==> src/rtl/gnb_pkg.sv <==
package gnb_pkg;

    // Smallest element of multiplicative order exactly t modulo p = m*t+1.
    function automatic int gnb_unit(input int m, input int t);
        int  p;
        int  res;
        int  acc;
        logic ok;
        p   = m * t + 1;
        res = 1;
        for (int c = p - 1; c >= 2; c--) begin
            acc = 1;
            ok  = 1'b1;
            for (int e = 1; e <= t; e++) begin
                acc = (acc * c) % p;
                if (e < t && acc == 1) ok = 1'b0;
            end
            if (acc != 1) ok = 1'b0;
            if (ok) res = c;
        end
        return res;
    endfunction

    // Exponent i such that x = 2^i * u^j mod p for some j.
    function automatic int gnb_log(input int x, input int m, input int t, input int u);
        int p;
        int res;
        int pw;
        int uj;
        p   = m * t + 1;
        res = 0;
        pw  = 1;
        for (int i = 0; i < m; i++) begin
            uj = pw;
            for (int j = 0; j < t; j++) begin
                if (uj == x) res = i;
                uj = (uj * u) % p;
            end
            pw = (pw * 2) % p;
        end
        return res;
    endfunction

    // Row r of the multiplication matrix (m <= 32).
    function automatic logic [31:0] gnb_row(input int m, input int t, input int r);
        int          p;
        int          u;
        int          col;
        logic [31:0] row;
        p   = m * t + 1;
        u   = gnb_unit(m, t);
        row = '0;
        for (int k = 1; k <= p - 2; k++) begin
            if (gnb_log(k + 1, m, t, u) == r) begin
                col      = gnb_log(p - k, m, t, u);
                row[col] = ~row[col];
            end
        end
        return row;
    endfunction

endpackage

==> src/rtl/gnb_term.sv <==
module gnb_term #(
    parameter int M_W   = 7,
    parameter int GNB_T = 4
) (
    input  logic [M_W-1:0] u_i,
    input  logic [M_W-1:0] v_i,
    output logic           bit_o
);
    logic [M_W-1:0] row_hit;

    for (genvar r = 0; r < M_W; r++) begin : g_row
        localparam logic [31:0] ROW = gnb_pkg::gnb_row(M_W, GNB_T, r);
        assign row_hit[r] = u_i[r] & (^(v_i & ROW[M_W-1:0]));
    end

    assign bit_o = ^row_hit;
endmodule

==> src/rtl/gnb_digit_sum.sv <==
module gnb_digit_sum #(
    parameter int M_W   = 7,
    parameter int DIGIT = 2,
    parameter int GNB_T = 4
) (
    input  logic [M_W-1:0] x_i,
    input  logic [M_W-1:0] y_i,
    input  logic           last_i,
    output logic [M_W-1:0] lsum_o
);
    localparam int Q    = (M_W + DIGIT - 1) / DIGIT;
    localparam int REM  = M_W - DIGIT * (Q - 1);
    localparam int BASE = (DIGIT * (Q - 1)) % M_W;

    logic [DIGIT-1:0] term;
    logic [DIGIT-1:0] term_g;
    logic             reg_en;

    // Low only in the final cycle: disables terms past coefficient m-1.
    assign reg_en = ~last_i;

    for (genvar t = 0; t < DIGIT; t++) begin : g_term
        localparam logic KEEP = (t < REM);
        logic [M_W-1:0] u_t;
        logic [M_W-1:0] v_t;

        always_comb begin
            for (int i = 0; i < M_W; i++) begin
                u_t[i] = x_i[(i + t) % M_W];
                v_t[i] = y_i[(i + t) % M_W];
            end
        end

        gnb_term #(.M_W(M_W), .GNB_T(GNB_T)) u_term (
            .u_i  (u_t),
            .v_i  (v_t),
            .bit_o(term[t])
        );

        assign term_g[t] = term[t] & (reg_en | KEEP);
    end

    always_comb begin
        lsum_o = '0;
        for (int t2 = 0; t2 < DIGIT; t2++) begin
            lsum_o[(t2 + BASE) % M_W] = term_g[t2];
        end
    end
endmodule

==> src/rtl/gnb_mul.sv <==
module gnb_mul #(
    parameter int M_W   = 7,
    parameter int DIGIT = 2,
    parameter int GNB_T = 4
) (
    input  logic           clk,
    input  logic           rst,
    input  logic           start,
    input  logic [M_W-1:0] op_a,
    input  logic [M_W-1:0] op_b,
    output logic           busy,
    output logic           done,
    output logic [M_W-1:0] product
);
    localparam int Q  = (M_W + DIGIT - 1) / DIGIT;
    localparam int CW = (Q > 1) ? $clog2(Q) : 1;
    localparam logic [CW-1:0] LAST_IDX = CW'(Q - 1);

    typedef struct packed {
        logic [M_W-1:0] x;
        logic [M_W-1:0] y;
        logic [M_W-1:0] z;
        logic [CW-1:0]  cnt;
        logic           busy;
        logic           done;
    } state_t;

    state_t         st_d;
    state_t         st_q;
    logic           last_cyc;
    logic [M_W-1:0] lsum;

    assign last_cyc = st_q.busy && (st_q.cnt == LAST_IDX);

    gnb_digit_sum #(.M_W(M_W), .DIGIT(DIGIT), .GNB_T(GNB_T)) u_lsum (
        .x_i   (st_q.x),
        .y_i   (st_q.y),
        .last_i(last_cyc),
        .lsum_o(lsum)
    );

    always_comb begin
        st_d      = st_q;
        st_d.done = 1'b0;
        if (st_q.busy) begin
            for (int i = 0; i < M_W; i++) begin
                st_d.x[i] = st_q.x[(i + DIGIT) % M_W];
                st_d.y[i] = st_q.y[(i + DIGIT) % M_W];
                st_d.z[i] = st_q.z[(i + DIGIT) % M_W] ^ lsum[i];
            end
            st_d.cnt = st_q.cnt + 1'b1;
            if (last_cyc) begin
                st_d.cnt  = '0;
                st_d.busy = 1'b0;
                st_d.done = 1'b1;
            end
        end else if (start) begin
            st_d.x    = op_a;
            st_d.y    = op_b;
            st_d.z    = '0;
            st_d.cnt  = '0;
            st_d.busy = 1'b1;
        end
    end

    always_ff @(posedge clk) begin
        if (rst) st_q <= '0;
        else     st_q <= st_d;
    end

    assign busy    = st_q.busy;
    assign done    = st_q.done;
    assign product = st_q.z;
endmodule

==> config.mk <==
export PLATFORM = sky130hd
export DESIGN_NAME = gnb_mul
export DESIGN_NICKNAME = d
export VERILOG_FILES = /design/src/rtl/gnb_pkg.sv /design/src/rtl/gnb_term.sv /design/src/rtl/gnb_digit_sum.sv /design/src/rtl/gnb_mul.sv
export SDC_FILE = /design/constraint.sdc
export NUM_CORES = 1
export LEC_CHECK = 0
export BUFFER_PORTS_ARGS = -buffer_cell sky130_fd_sc_hd__buf_2
export CAP_MARGIN = 15
export CORE_ASPECT_RATIO = 2
export CORE_MARGIN = 2
export CORE_UTILIZATION = 25
export CTS_BUF_LIST = sky130_fd_sc_hd__clkbuf_4 sky130_fd_sc_hd__clkbuf_8 sky130_fd_sc_hd__clkbuf_16
export DETAILED_ROUTE_END_ITERATION = 8
export GPL_ROUTABILITY_DRIVEN = 0
export PLACE_DENSITY = 0.48
export SYNTH_ARGS = -nofsm -noshare
export SYNTH_HDL_FRONTEND = slang
export SYNTH_SLANG_ARGS = --single-unit
export TNS_END_PERCENT = 50
==> constraint.sdc <==
create_clock -name clk -period 5.4 [get_ports clk]
set_input_delay 0.54 -clock clk [delete_from_list [all_inputs] [get_ports clk]]
set_output_delay 0.54 -clock clk [all_outputs]
set_load 0.01 [all_outputs]
==> flow_metrics.env, run 1 <==
export IMPL_status="completed"
export IMPL_antenna_found_initial=0
export IMPL_design_core_area_um2=6010
export IMPL_ios=26
export IMPL_initial_utilization=0.258
export IMPL_maxCapViolCount=0
export IMPL_reg2reg_depth=7
export IMPL_std_cell_rows=40
export IMPL_worst_pin_slew_ps=598
export IMPL_drive_gt1_frac=0.181
export IMPL_final_cells=256
export IMPL_vdd_drop_max_uv=136
export IMPL_port_buffer_count=25
export IMPL_path_clk_slew_ps=70
export IMPL_worstPathMaxFanout=5
export IMPL_crit_type="flop to flop"
export IMPL_m1WireLength_um=1280
export IMPL_dp_hpwl_um=2550
export IMPL_end_kind="flop"
export IMPL_ff2ff_setup_slack_ps=3300
export IMPL_cts_hold_buffers_added=0
export IMPL_p_leak_nw=0.717
export IMPL_cts_tree="built"
export IMPL_drc=0
export IMPL_drt_vias_per_instance=4.74
export IMPL_grt_pass1_wl_um=5580
export IMPL_nFillCells=672
export IMPL_grt_total_usage=0.109
export IMPL_fin_tns_setup_ps=0
export IMPL_drt_pass1_iter_count=4
export IMPL_top_layer="met4"
export IMPL_clock_fmax_mhz=475
export IMPL_grt_pass1_vias=1202
export IMPL_grt_max_degree=45
export IMPL_cts_buffers=3
export IMPL_synthesis_nets=205
export IMPL_antenna_cells=0
export IMPL_worstHoldPathType="flop to flop"
export IMPL_overflow=0
export IMPL_drv_slew=0
export IMPL_die_area_um2=6880
export IMPL_die_y_um=115
export IMPL_cts_sinks=25
export IMPL_setup_viol=0
export IMPL_ant_nets=0
export IMPL_root_buffer="clkbuf_16"
export IMPL_worstPathRequired_ps=5560
export IMPL_die_x_um=59.7
export IMPL_wl_um=3380
export IMPL_timing_slew_headroom=0.601
export IMPL_post_cts_resized=0
export IMPL_dp_cells=252
export IMPL_clk_path_buf_depth=2
export IMPL_fin_skew_ps=5.44
export IMPL_hold_viol=0
export IMPL_post_cts_buffers=0
export IMPL_routed_wl_met2_um=1880
export IMPL_vias=1214
export IMPL_layout_min_cycle_time_ps=2100
export IMPL_power_density_nw_per_um2=276
export IMPL_post_route_util=0.283
export IMPL_timing_critical_path_arrival_ps=2270
export IMPL_ys_ff_latch=25
export IMPL_synthesis_area_um2=1550
export IMPL_htree_levels=1
export IMPL_fin_crit_sh=0.390
export IMPL_met3_length_um=58
export IMPL_worstSetupStartpointType="flop"
export IMPL_drt_initial_drc_count=10
export IMPL_syn_inst=187
export IMPL_clk_latency_ps=270
export IMPL_synth_distinct_cells=29
export IMPL_whs_ps=508
export IMPL_synth_avg_cell_area_um2=8.29
export IMPL_holdPathStages=2
export IMPL_rsz0062_at_grt="false"
export IMPL_wire_per_inst_um=13.2
export IMPL_yosys_warnings=0
export IMPL_syn_to_final_growth_pct=9.77
export IMPL_nets=212
export IMPL_seq_area_frac_synth=0.323
-- per-stage QoR --
stage | worst slack [ps] | area (um2) | power [mW]
after floorplan | 3400 | 1550 | 0.289
after global placement | 3300 | 1620 | 0.306
after detailed placement | 3260 | 1620 | 0.306
after CTS | 3280 | 1700 | 0.482
after global routing | 3170 | 1700 | 0.495
final | 3300 | 1700 | 0.470
-- final timing paths --
| path | start | endpoint |
|---|---|---|
| min | product[3]$_SDFFE_PP0P_ | product[1]$_SDFFE_PP0P_ |
| min reg2reg | product[3]$_SDFFE_PP0P_ | product[1]$_SDFFE_PP0P_ |
| max reg2reg | st_q[11]$_SDFFE_PP0P_ | product[0]$_SDFFE_PP0P_ |
| max | st_q[11]$_SDFFE_PP0P_ | product[0]$_SDFFE_PP0P_ |
-- synthesized netlist by cell type (all sizes together) --
master	number	area [um2]
a211oi	4	30.0
a21oi	20	100
a22o	1	10.0
a22oi	1	7.51
a31oi	1	6.26
and2b	1	7.51
and3	1	6.26
buf	17	116
clkbuf	7	26.3
dfxtp	25	500
ha	1	12.5
inv	3	11.3
mux2	2	22.5
mux2i	16	160
nand2	11	41.3
nor2	38	145
nor2b	2	12.5
nor3b	7	52.6
nor4b	2	17.5
o21ai	1	5.00
o32a	1	10.0
xnor2	17	149
xnor3	1	23.8
xor2	6	52.6
xor3	1	23.8
-- layer usage --
metal | GRT usage | vias to the layer above
met4 | 0.0919 | 0
met2 | 0.196 | 18
met5 | 0 | -
met1 | 0.105 | 563
met3 | 0.00900 | 9
li1 | - | 624
-- flip-flops by register name, indices dropped and copies added, names as in the netlist --
register	cells
busy	1
done	1
product	7
st_q	16
-- critical path, stage by stage (launching register included) --
cell and delay (ps):
dfxtp_1 420, xnor3_2 480, xnor2_1 140, a21oi_1 170, xnor2_1 150, xor3_1 440, mux2i_1 150, nand2_1 50
-- power by group --
part	leakage, nW	total, mW	switching, mW	internal [mW]
sequential	0.204	0.209	0.0146	0.194
combinational	0.476	0.0905	0.0443	0.0462
clock	0.0371	0.171	0.0702	0.101
total	0.717	0.470	0.129	0.341
-- layout by cell type (no fill, tap or decap), drive strengths merged, types with 2 or more instances in the layout --
master   n
nor2    38
xnor2   17
a211oi   4
inv      3
mux2     2
nor2b    2
mux2i   16
buf     26
nand2   11
clkbuf   3
a21oi   20
nor4b    2
nor3b    7
xor2     6
dfxtp   25
-- cells by family after synthesis --
kind of cell | Yosys count | synth area share
muxes | 18 | 0.118
and+or+nand+nor | 62 | 0.182
DFF | 25 | 0.323
buffers and inverters | 27 | 0.0993
xor gates and xnor gates | 25 | 0.161
adders and majority gates | 1 | 0.00807
AOI/OAI and AO/OA | 29 | 0.109
-- cell type report --
cell class                      count  area, um2  area share
Tap cell                           63       78.8      0.0463
Clock buffer                        3       75.1      0.0441
Timing Repair Buffer               26        133      0.0779
Inverter                            3       11.3     0.00662
Sequential cell                    25        500       0.294
Multi-Input combinational cell    135        896       0.526
Clock inverter                      1       7.51     0.00441
No activity file was read; power rests on OpenSTA's default activity.
==> run 2, diff against run 1 <==
--- a/config.mk
+++ b/config.mk
@@ -5,6 +5,7 @@
 export SDC_FILE = /design/constraint.sdc
 export NUM_CORES = 1
 export LEC_CHECK = 0
+export ABC_AREA = 1
 export BUFFER_PORTS_ARGS = -buffer_cell sky130_fd_sc_hd__buf_2
 export CAP_MARGIN = 15
 export CORE_ASPECT_RATIO = 2
@@ -13,7 +14,7 @@
 export CTS_BUF_LIST = sky130_fd_sc_hd__clkbuf_4 sky130_fd_sc_hd__clkbuf_8 sky130_fd_sc_hd__clkbuf_16
 export DETAILED_ROUTE_END_ITERATION = 8
 export GPL_ROUTABILITY_DRIVEN = 0
-export PLACE_DENSITY = 0.48
+export PLACE_DENSITY = 0.49
 export SYNTH_ARGS = -nofsm -noshare
 export SYNTH_HDL_FRONTEND = slang
 export SYNTH_SLANG_ARGS = --single-unit
==> constraint.sdc (replaced) <==
create_clock -name clk -period 1.72 [get_ports clk]
set_input_delay 0.172 -clock clk [delete_from_list [all_inputs] [get_ports clk]]
set_output_delay 0.172 -clock clk [all_outputs]
set_load 0.01 [all_outputs]
==> flow_metrics.env, run 2 <==
export IMPL_status="completed"
export IMPL_synth_area_mux_share=0
export IMPL_reg2reg_from="st_q[11]$_SDFFE_PP0P_"
export IMPL_largest_register_ffs=16
export IMPL_clock_fmax_mhz=646
export IMPL_port_buffer_count=25
export IMPL_clk_path_buf_depth=2
export IMPL_worst_pin_slew_ps=440
export IMPL_yosysTopAreaCellShare=0.300
export IMPL_drv_slew=0
export IMPL_timing_critical_path_arrival_ps=1700
export IMPL_r2r_end="product[0]$_SDFFE_PP0P_"
export IMPL_htree_levels=1
export IMPL_grt_pass1_vias=1592
export IMPL_syn_to_final_growth_pct=16.9
export IMPL_yosys_area_share_simple=0.374
export IMPL_hold_viol=0
export IMPL_yosys_area_top_type="dfxtp_1"
export IMPL_dp_hpwl_um=3070
export IMPL_fin_tns_setup_ps=0
export IMPL_holdPathStages=2
export IMPL_synth_adder_area_share=0.00750
export IMPL_final_area_um2=1950
export IMPL_reg2reg_depth=12
export IMPL_die_x_um=61.8
export IMPL_ff2ff_setup_slack_ps=170
export IMPL_std_cell_rows=42
export IMPL_intPower_mw=1.05
export IMPL_drt_vias_per_instance=4.33
export IMPL_syn_inst=269
export IMPL_worstPathMaxFanout=5
export IMPL_post_cts_resized=0
export IMPL_drt_initial_drc_count=27
export IMPL_synth_xor_area_frac=0.0465
export IMPL_final_cell_mix="nand2_1 (93), inv_1 (35), nand3_1 (26), buf_2 (25), dfxtp_1 (19)"
export IMPL_grt_max_degree=26
export IMPL_synth_top_family_by_area="simple AND/OR/NAND/NOR gates"
export IMPL_end_kind="flop"
export IMPL_power_density_nw_per_um2=765
export IMPL_timing_slew_headroom=0.706
export IMPL_path_clk_slew_ps=70
export IMPL_clock_power_share=0.348
export IMPL_seq_area_frac_synth=0.300
export IMPL_die_area_um2=7390
export IMPL_grt_total_usage=0.118
export IMPL_synthesis_area_um2=1670
export IMPL_root_buffer="clkbuf_16"
export IMPL_min_delay_start="rst"
export IMPL_yosys_warnings=0
export IMPL_synth_edff_count=0
export IMPL_met3_usage=0.0151
export IMPL_sw_frac_of_total=0.297
export IMPL_top_usage_layer="met2"
export IMPL_initial_utilization=0.256
export IMPL_overflow=0
export IMPL_fin_skew_ps=4.93
export IMPL_cts_tree="built"
export IMPL_final_common_cell="nand2_1"
export IMPL_synth_avg_cell_area_um2=6.20
export IMPL_yosysMostFrequentCell="nand2_1"
export IMPL_dpl_cell_area_um2=1820
export IMPL_wire_per_inst_um=10.2
export IMPL_ys_flop_type="dfxtp_1"
export IMPL_setup_viol=0
export IMPL_use_met1=0.161
export IMPL_ys_top_cells_by_count="nand2_1 (94), inv_1 (38), nand3_1 (26)"
export IMPL_antenna_cells=0
export IMPL_post_cts_buffers=0
export IMPL_whs_ps=202
export IMPL_ys_ff_latch=25
export IMPL_synthesis_nets=287
export IMPL_power_frac_seq=0.436
export IMPL_synth_compound_area_frac=0.110
export IMPL_nets=303
export IMPL_drive_gt1_frac=0.232
export IMPL_maxCapViolCount=0
export IMPL_yosys_top_cells_area="dfxtp_1 (30%), nand2_1 (21%), inv_1 (8.5%)"
export IMPL_vias=1609
export IMPL_wl_um=3780
export IMPL_p_leak_nw=1.01
export IMPL_cts_hold_buffers_added=0
export IMPL_grt_pass1_wl_um=6980
export IMPL_p_sw_uw=443
export IMPL_largest_register="st_q"
export IMPL_rsz0062_at_grt="false"
export IMPL_post_route_util=0.300
export IMPL_antenna_found_initial=0
export IMPL_ant_nets=0
export IMPL_worstHoldPathType="input pin to flop"
export IMPL_comb_power_share=0.217
export IMPL_synth_distinct_cells=28
export IMPL_use_met2=0.191
export IMPL_die_y_um=120
export IMPL_cts_sinks=25
export IMPL_worstSetupStartpointType="flop"
export IMPL_layout_min_cycle_time_ps=1550
export IMPL_drc=0
export IMPL_design_core_area_um2=6520
export IMPL_crit_type="flop to flop"
export IMPL_fin_crit_sh=0.900
export IMPL_vdd_drop_max_uv=454
export IMPL_clk_latency_ps=260
export IMPL_drt_pass1_iter_count=4
export IMPL_holdPathEnd="product[0]$_SDFFE_PP0P_"
export IMPL_worstPathRequired_ps=1870
export IMPL_postSynth_asyncResetShare=0
export IMPL_ios=26
export IMPL_cts_buffers=3
==> run 2: cell types whose count changed after synthesis, sizes merged, moves of 14 or more <==
| cell | before | now |
|---|---|---|
| nand2 | 11 | 102 |
| inv | 3 | 44 |
| nand3 | 0 | 30 |
| nor2 | 38 | 9 |
| mux2i | 16 | 0 |
| xnor2 | 17 | 3 |
==> run 2: metrics by stage <==
step / power, mW / worst slack, ps / instances
after CTS: 1.51 / 17.2 / 372
after global routing: 1.60 / 0.0602 / 372
after global placement: 0.976 / 78.6 / 368
after floorplan: 0.906 / 294 / 269
after detailed placement: 0.981 / 15.9 / 368
final: 1.49 / 172 / 372
==> run 2: worst max path at each step <==
| stage | startpoint | cells past startpoint | endpoint |
|---|---|---|---|
| after floorplan | st_q[14]$_SDFFE_PP0P_ | 12 | product[0]$_SDFFE_PP0P_ |
| after global placement | st_q[17]$_SDFFE_PP0P_ | 12 | product[0]$_SDFFE_PP0P_ |
| after detailed placement | st_q[17]$_SDFFE_PP0P_ | 12 | product[0]$_SDFFE_PP0P_ |
| after CTS | st_q[17]$_SDFFE_PP0P_ | 12 | product[0]$_SDFFE_PP0P_ |
| after global routing | st_q[17]$_SDFFE_PP0P_ | 14 | product[0]$_SDFFE_PP0P_ |
| final | st_q[11]$_SDFFE_PP0P_ | 12 | product[0]$_SDFFE_PP0P_ |
==> run 2: routing by layer <==
layer | share of wire | vias to the layer above
li1 | - | 859
met1 | 0.47 | 721
met2 | 0.49 | 25
met3 | 0.034 | 4
met4 | 0.0095 | 0
met5 | 0 | -
==> run 2: area by class of cell <==
type / instances / area (um2)
tap: 88 / 110
timing repair buffer: 28 / 148
sequential: 25 / 513
fill: 771 / 4560
clock buffer: 3 / 75.1
clock inverter: 1 / 7.51
multi-input combinational: 183 / 928
inverter: 44 / 170
==> run 2: cells by family (layout without fill, tap and decap cells) <==
family / after synthesis / in the layout
buffers and inverters: 61 / 76
AND/OR/NAND/NOR: 144 / 144
flip-flops: 25 / 25
AO/OA/AOI/OAI: 30 / 30
adder cells (fa/ha/maj): 1 / 1
XOR/XNOR: 8 / 8
==> run 2: worst max-delay path, stage by stage (launching register included) <==
cell     delay [ps]
dfxtp_1         410
inv_2           100
nand2_2          80
nand3_2          60
or2_1           240
nand2_1          60
nand2_1          60
nand2_2          60
nand3_1         110
nand3_1         100
nand2_1          60
nand3_2          60
a21oi_2          50
==> run 2: power groups by stage <==
stage	clock, mW	sequential, mW	combinational [mW]
after floorplan	0	0.646	0.260
after global placement	0	0.661	0.316
after detailed placement	0	0.661	0.320
after CTS	0.539	0.648	0.320
after global routing	0.558	0.657	0.381
final	0.519	0.650	0.324
==> run 3, diff against run 2 <==
--- a/config.mk
+++ b/config.mk
@@ -8,13 +8,15 @@
 export ABC_AREA = 1
 export BUFFER_PORTS_ARGS = -buffer_cell sky130_fd_sc_hd__buf_2
 export CAP_MARGIN = 15
+export CELL_PAD_IN_SITES_DETAIL_PLACEMENT = 2
+export CELL_PAD_IN_SITES_GLOBAL_PLACEMENT = 2
 export CORE_ASPECT_RATIO = 2
 export CORE_MARGIN = 2
 export CORE_UTILIZATION = 25
 export CTS_BUF_LIST = sky130_fd_sc_hd__clkbuf_4 sky130_fd_sc_hd__clkbuf_8 sky130_fd_sc_hd__clkbuf_16
 export DETAILED_ROUTE_END_ITERATION = 8
 export GPL_ROUTABILITY_DRIVEN = 0
-export PLACE_DENSITY = 0.49
+export PLACE_DENSITY = 0.77
 export SYNTH_ARGS = -nofsm -noshare
 export SYNTH_HDL_FRONTEND = slang
 export SYNTH_SLANG_ARGS = --single-unit
==> flow_metrics.env, run 3 (synthesis gave the netlist of run 2 again) <==
export IMPL_status="completed"
export IMPL_final_cell_mix="nand2_1 (71), inv_1 (33), nand2_2 (25), buf_2 (25), nand3_1 (22)"
export IMPL_layout_min_cycle_time_ps=1660
export IMPL_grt_pass1_wl_um=8890
export IMPL_holdPathEnd="product[6]$_SDFFE_PP0P_"
export IMPL_crit_slowest_cell="dfxtp_4"
export IMPL_holdPathStages=2
export IMPL_worstHoldPathType="input pin to flop"
export IMPL_rsz0062_at_grt="true"
export IMPL_crit_type="flop to flop"
export IMPL_drt_pass1_iter_count=4
export IMPL_dp_hpwl_um=4230
export IMPL_hold_viol=0
export IMPL_crit_family="simple AND/OR/NAND/NOR gates"
export IMPL_ios=26
export IMPL_port_buffer_count=25
export IMPL_clk_path_buf_depth=2
export IMPL_end_kind="flop"
export IMPL_drt_vias_per_instance=4.58
export IMPL_cts_hold_buffers_added=0
export IMPL_r2r_end="product[0]$_SDFFE_PP0P_"
export IMPL_maxCapViolCount=0
export IMPL_ff2ff_setup_slack_ps=60
export IMPL_antenna_cells=0
export IMPL_power_density_nw_per_um2=737
export IMPL_syn_to_final_growth_pct=33.1
export IMPL_worstPathMaxFanout=6
export IMPL_largest_register_ffs=16
export IMPL_cts_buffers=3
export IMPL_setup_viol=0
export IMPL_path_clk_slew_ps=60
export IMPL_max_stage_delay_ps=400
export IMPL_worstPathRequired_ps=1920
export IMPL_fin_crit_sh=0.965
export IMPL_nFillCells=824
export IMPL_grt_pass1_vias=1898
export IMPL_root_buffer="clkbuf_16"
export IMPL_fin_tns_setup_ps=0
export IMPL_wire_per_inst_um=15.2
export IMPL_timing_slew_headroom=0.687
export IMPL_design_core_area_um2=6520
export IMPL_nets=315
export IMPL_die_area_um2=7390
export IMPL_reg2reg_depth=15
export IMPL_cts_sinks=25
export IMPL_reg2reg_from="st_q[17]$_SDFFE_PP0P_"
export IMPL_fin_skew_ps=3.94
export IMPL_final_common_cell="nand2_1"
export IMPL_worstSetupStartpoint="st_q[17]$_SDFFE_PP0P_"
export IMPL_timing_critical_path_arrival_ps=1860
export IMPL_drv_slew=0
export IMPL_overflow=0
export IMPL_p_leak_nw=1.10
export IMPL_crit_buf_inv=2
export IMPL_vias=1759
export IMPL_die_y_um=120
export IMPL_cts_tree="built"
export IMPL_clk_latency_ps=270
export IMPL_drive_gt1_frac=0.378
export IMPL_worst_pin_slew_ps=470
export IMPL_htree_levels=1
export IMPL_largest_register="st_q"
export IMPL_worstSetupStartpointType="flop"
export IMPL_dp_cells=370
export IMPL_ant_nets=0
export IMPL_multi_input_area_um2=1070
export IMPL_clock_fmax_mhz=603
export IMPL_std_cell_rows=42
export IMPL_die_x_um=61.8
export IMPL_grt_max_degree=26
export IMPL_wl_um=5830
export IMPL_initial_utilization=0.256
export IMPL_cp_cell_sequence="buf_8 -> nand2_2 -> nand2_2 -> nand2_1 -> nand2_1 -> nand3_2 -> nand2_2 -> inv_2 -> nand2_2 -> nand2_2 -> nand2_2 -> nand3_2 -> nand2_2 -> nand3_2 -> a21oi_2"
export IMPL_ff_latch_area_um2=524
export IMPL_final_cells=384
export IMPL_vdd_drop_max_uv=629
export IMPL_grt_total_usage=0.158
export IMPL_crit_top_cell="nand2_2"
export IMPL_min_delay_start="rst"
export IMPL_drt_initial_drc_count=23
export IMPL_drc=0
export IMPL_antenna_found_initial=0
run 3: cell types whose count changed in the layout (fill, tap and decap cells not counted), moves of 3 or more:
cell / delta
nand3_1: -4
dfxtp_2: -3
nand2_4: +6
nand3_2: +4
nand2_2: +16
buf_4: +10
dfxtp_4: +4
nand2_1: -22
run 3: report_power, final:
part           switching [mW]  internal [mW]  total, mW
Sequential             0.0474          0.607      0.655
Combinational           0.270          0.179      0.448
Clock                   0.220          0.314      0.534
Total                   0.537           1.10       1.64
run 3: final cells by class:
cell class              count  share of cell area
clock buffers               3              0.0338
clock inverters             1             0.00225
inverters                  44              0.0833
multi-input cells         183               0.483
flip-flops and latches     25               0.236
well taps                  88              0.0495
repair buffers             40               0.112
run 3: worst reg2reg max path: stages, from the launching register on:
cell	delay, ps
dfxtp_4	400
buf_8	140
nand2_2	60
nand2_2	60
nand2_1	70
nand2_1	70
nand3_2	60
nand2_2	110
inv_2	40
nand2_2	70
nand2_2	50
nand2_2	80
nand3_2	90
nand2_2	90
nand3_2	70
a21oi_2	130
run 3: per-stage QoR:
step                utilization  setup WS (ps)  hold slack, ps  area (um2)  total power [mW]
floorplan                     -            294             404        1670             0.906
global placement          0.282           9.32             455        1840             0.988
detailed placement        0.282           -103             469        1840              1.01
CTS                       0.297           6.15             204        1930              1.55
global route              0.341          -51.5             226        2220              1.74
finish                    0.341           61.0             202        2220              1.64
run 3: how the worst max path moves through the flow:
stage / end / slack [ps] / cells after the start
after CTS: product[6]$_SDFFE_PP0P_ / 6 / 10
after floorplan: product[0]$_SDFFE_PP0P_ / 290 / 12
after global routing: product[0]$_SDFFE_PP0P_ / -50 / 14
final: product[0]$_SDFFE_PP0P_ / 60 / 15
after detailed placement: product[0]$_SDFFE_PP0P_ / -100 / 14
after global placement: product[6]$_SDFFE_PP0P_ / 9 / 13
run 3: what timing repair did:
item	4_1_cts	5_1_grt
setup endpoints to repair	2	2
endpoints found under the hold margin	0	0
setup buffers	0	10
gates resized for setup	7	66
pin swaps	0	25
run 3: layer usage:
metal  up-vias  global-route usage  share of wire
li1        883                   -              -
met1       852               0.178           0.38
met2        19               0.294           0.59
met3         5              0.0140          0.016
met4         0              0.0439          0.012
met5         -                   0              0
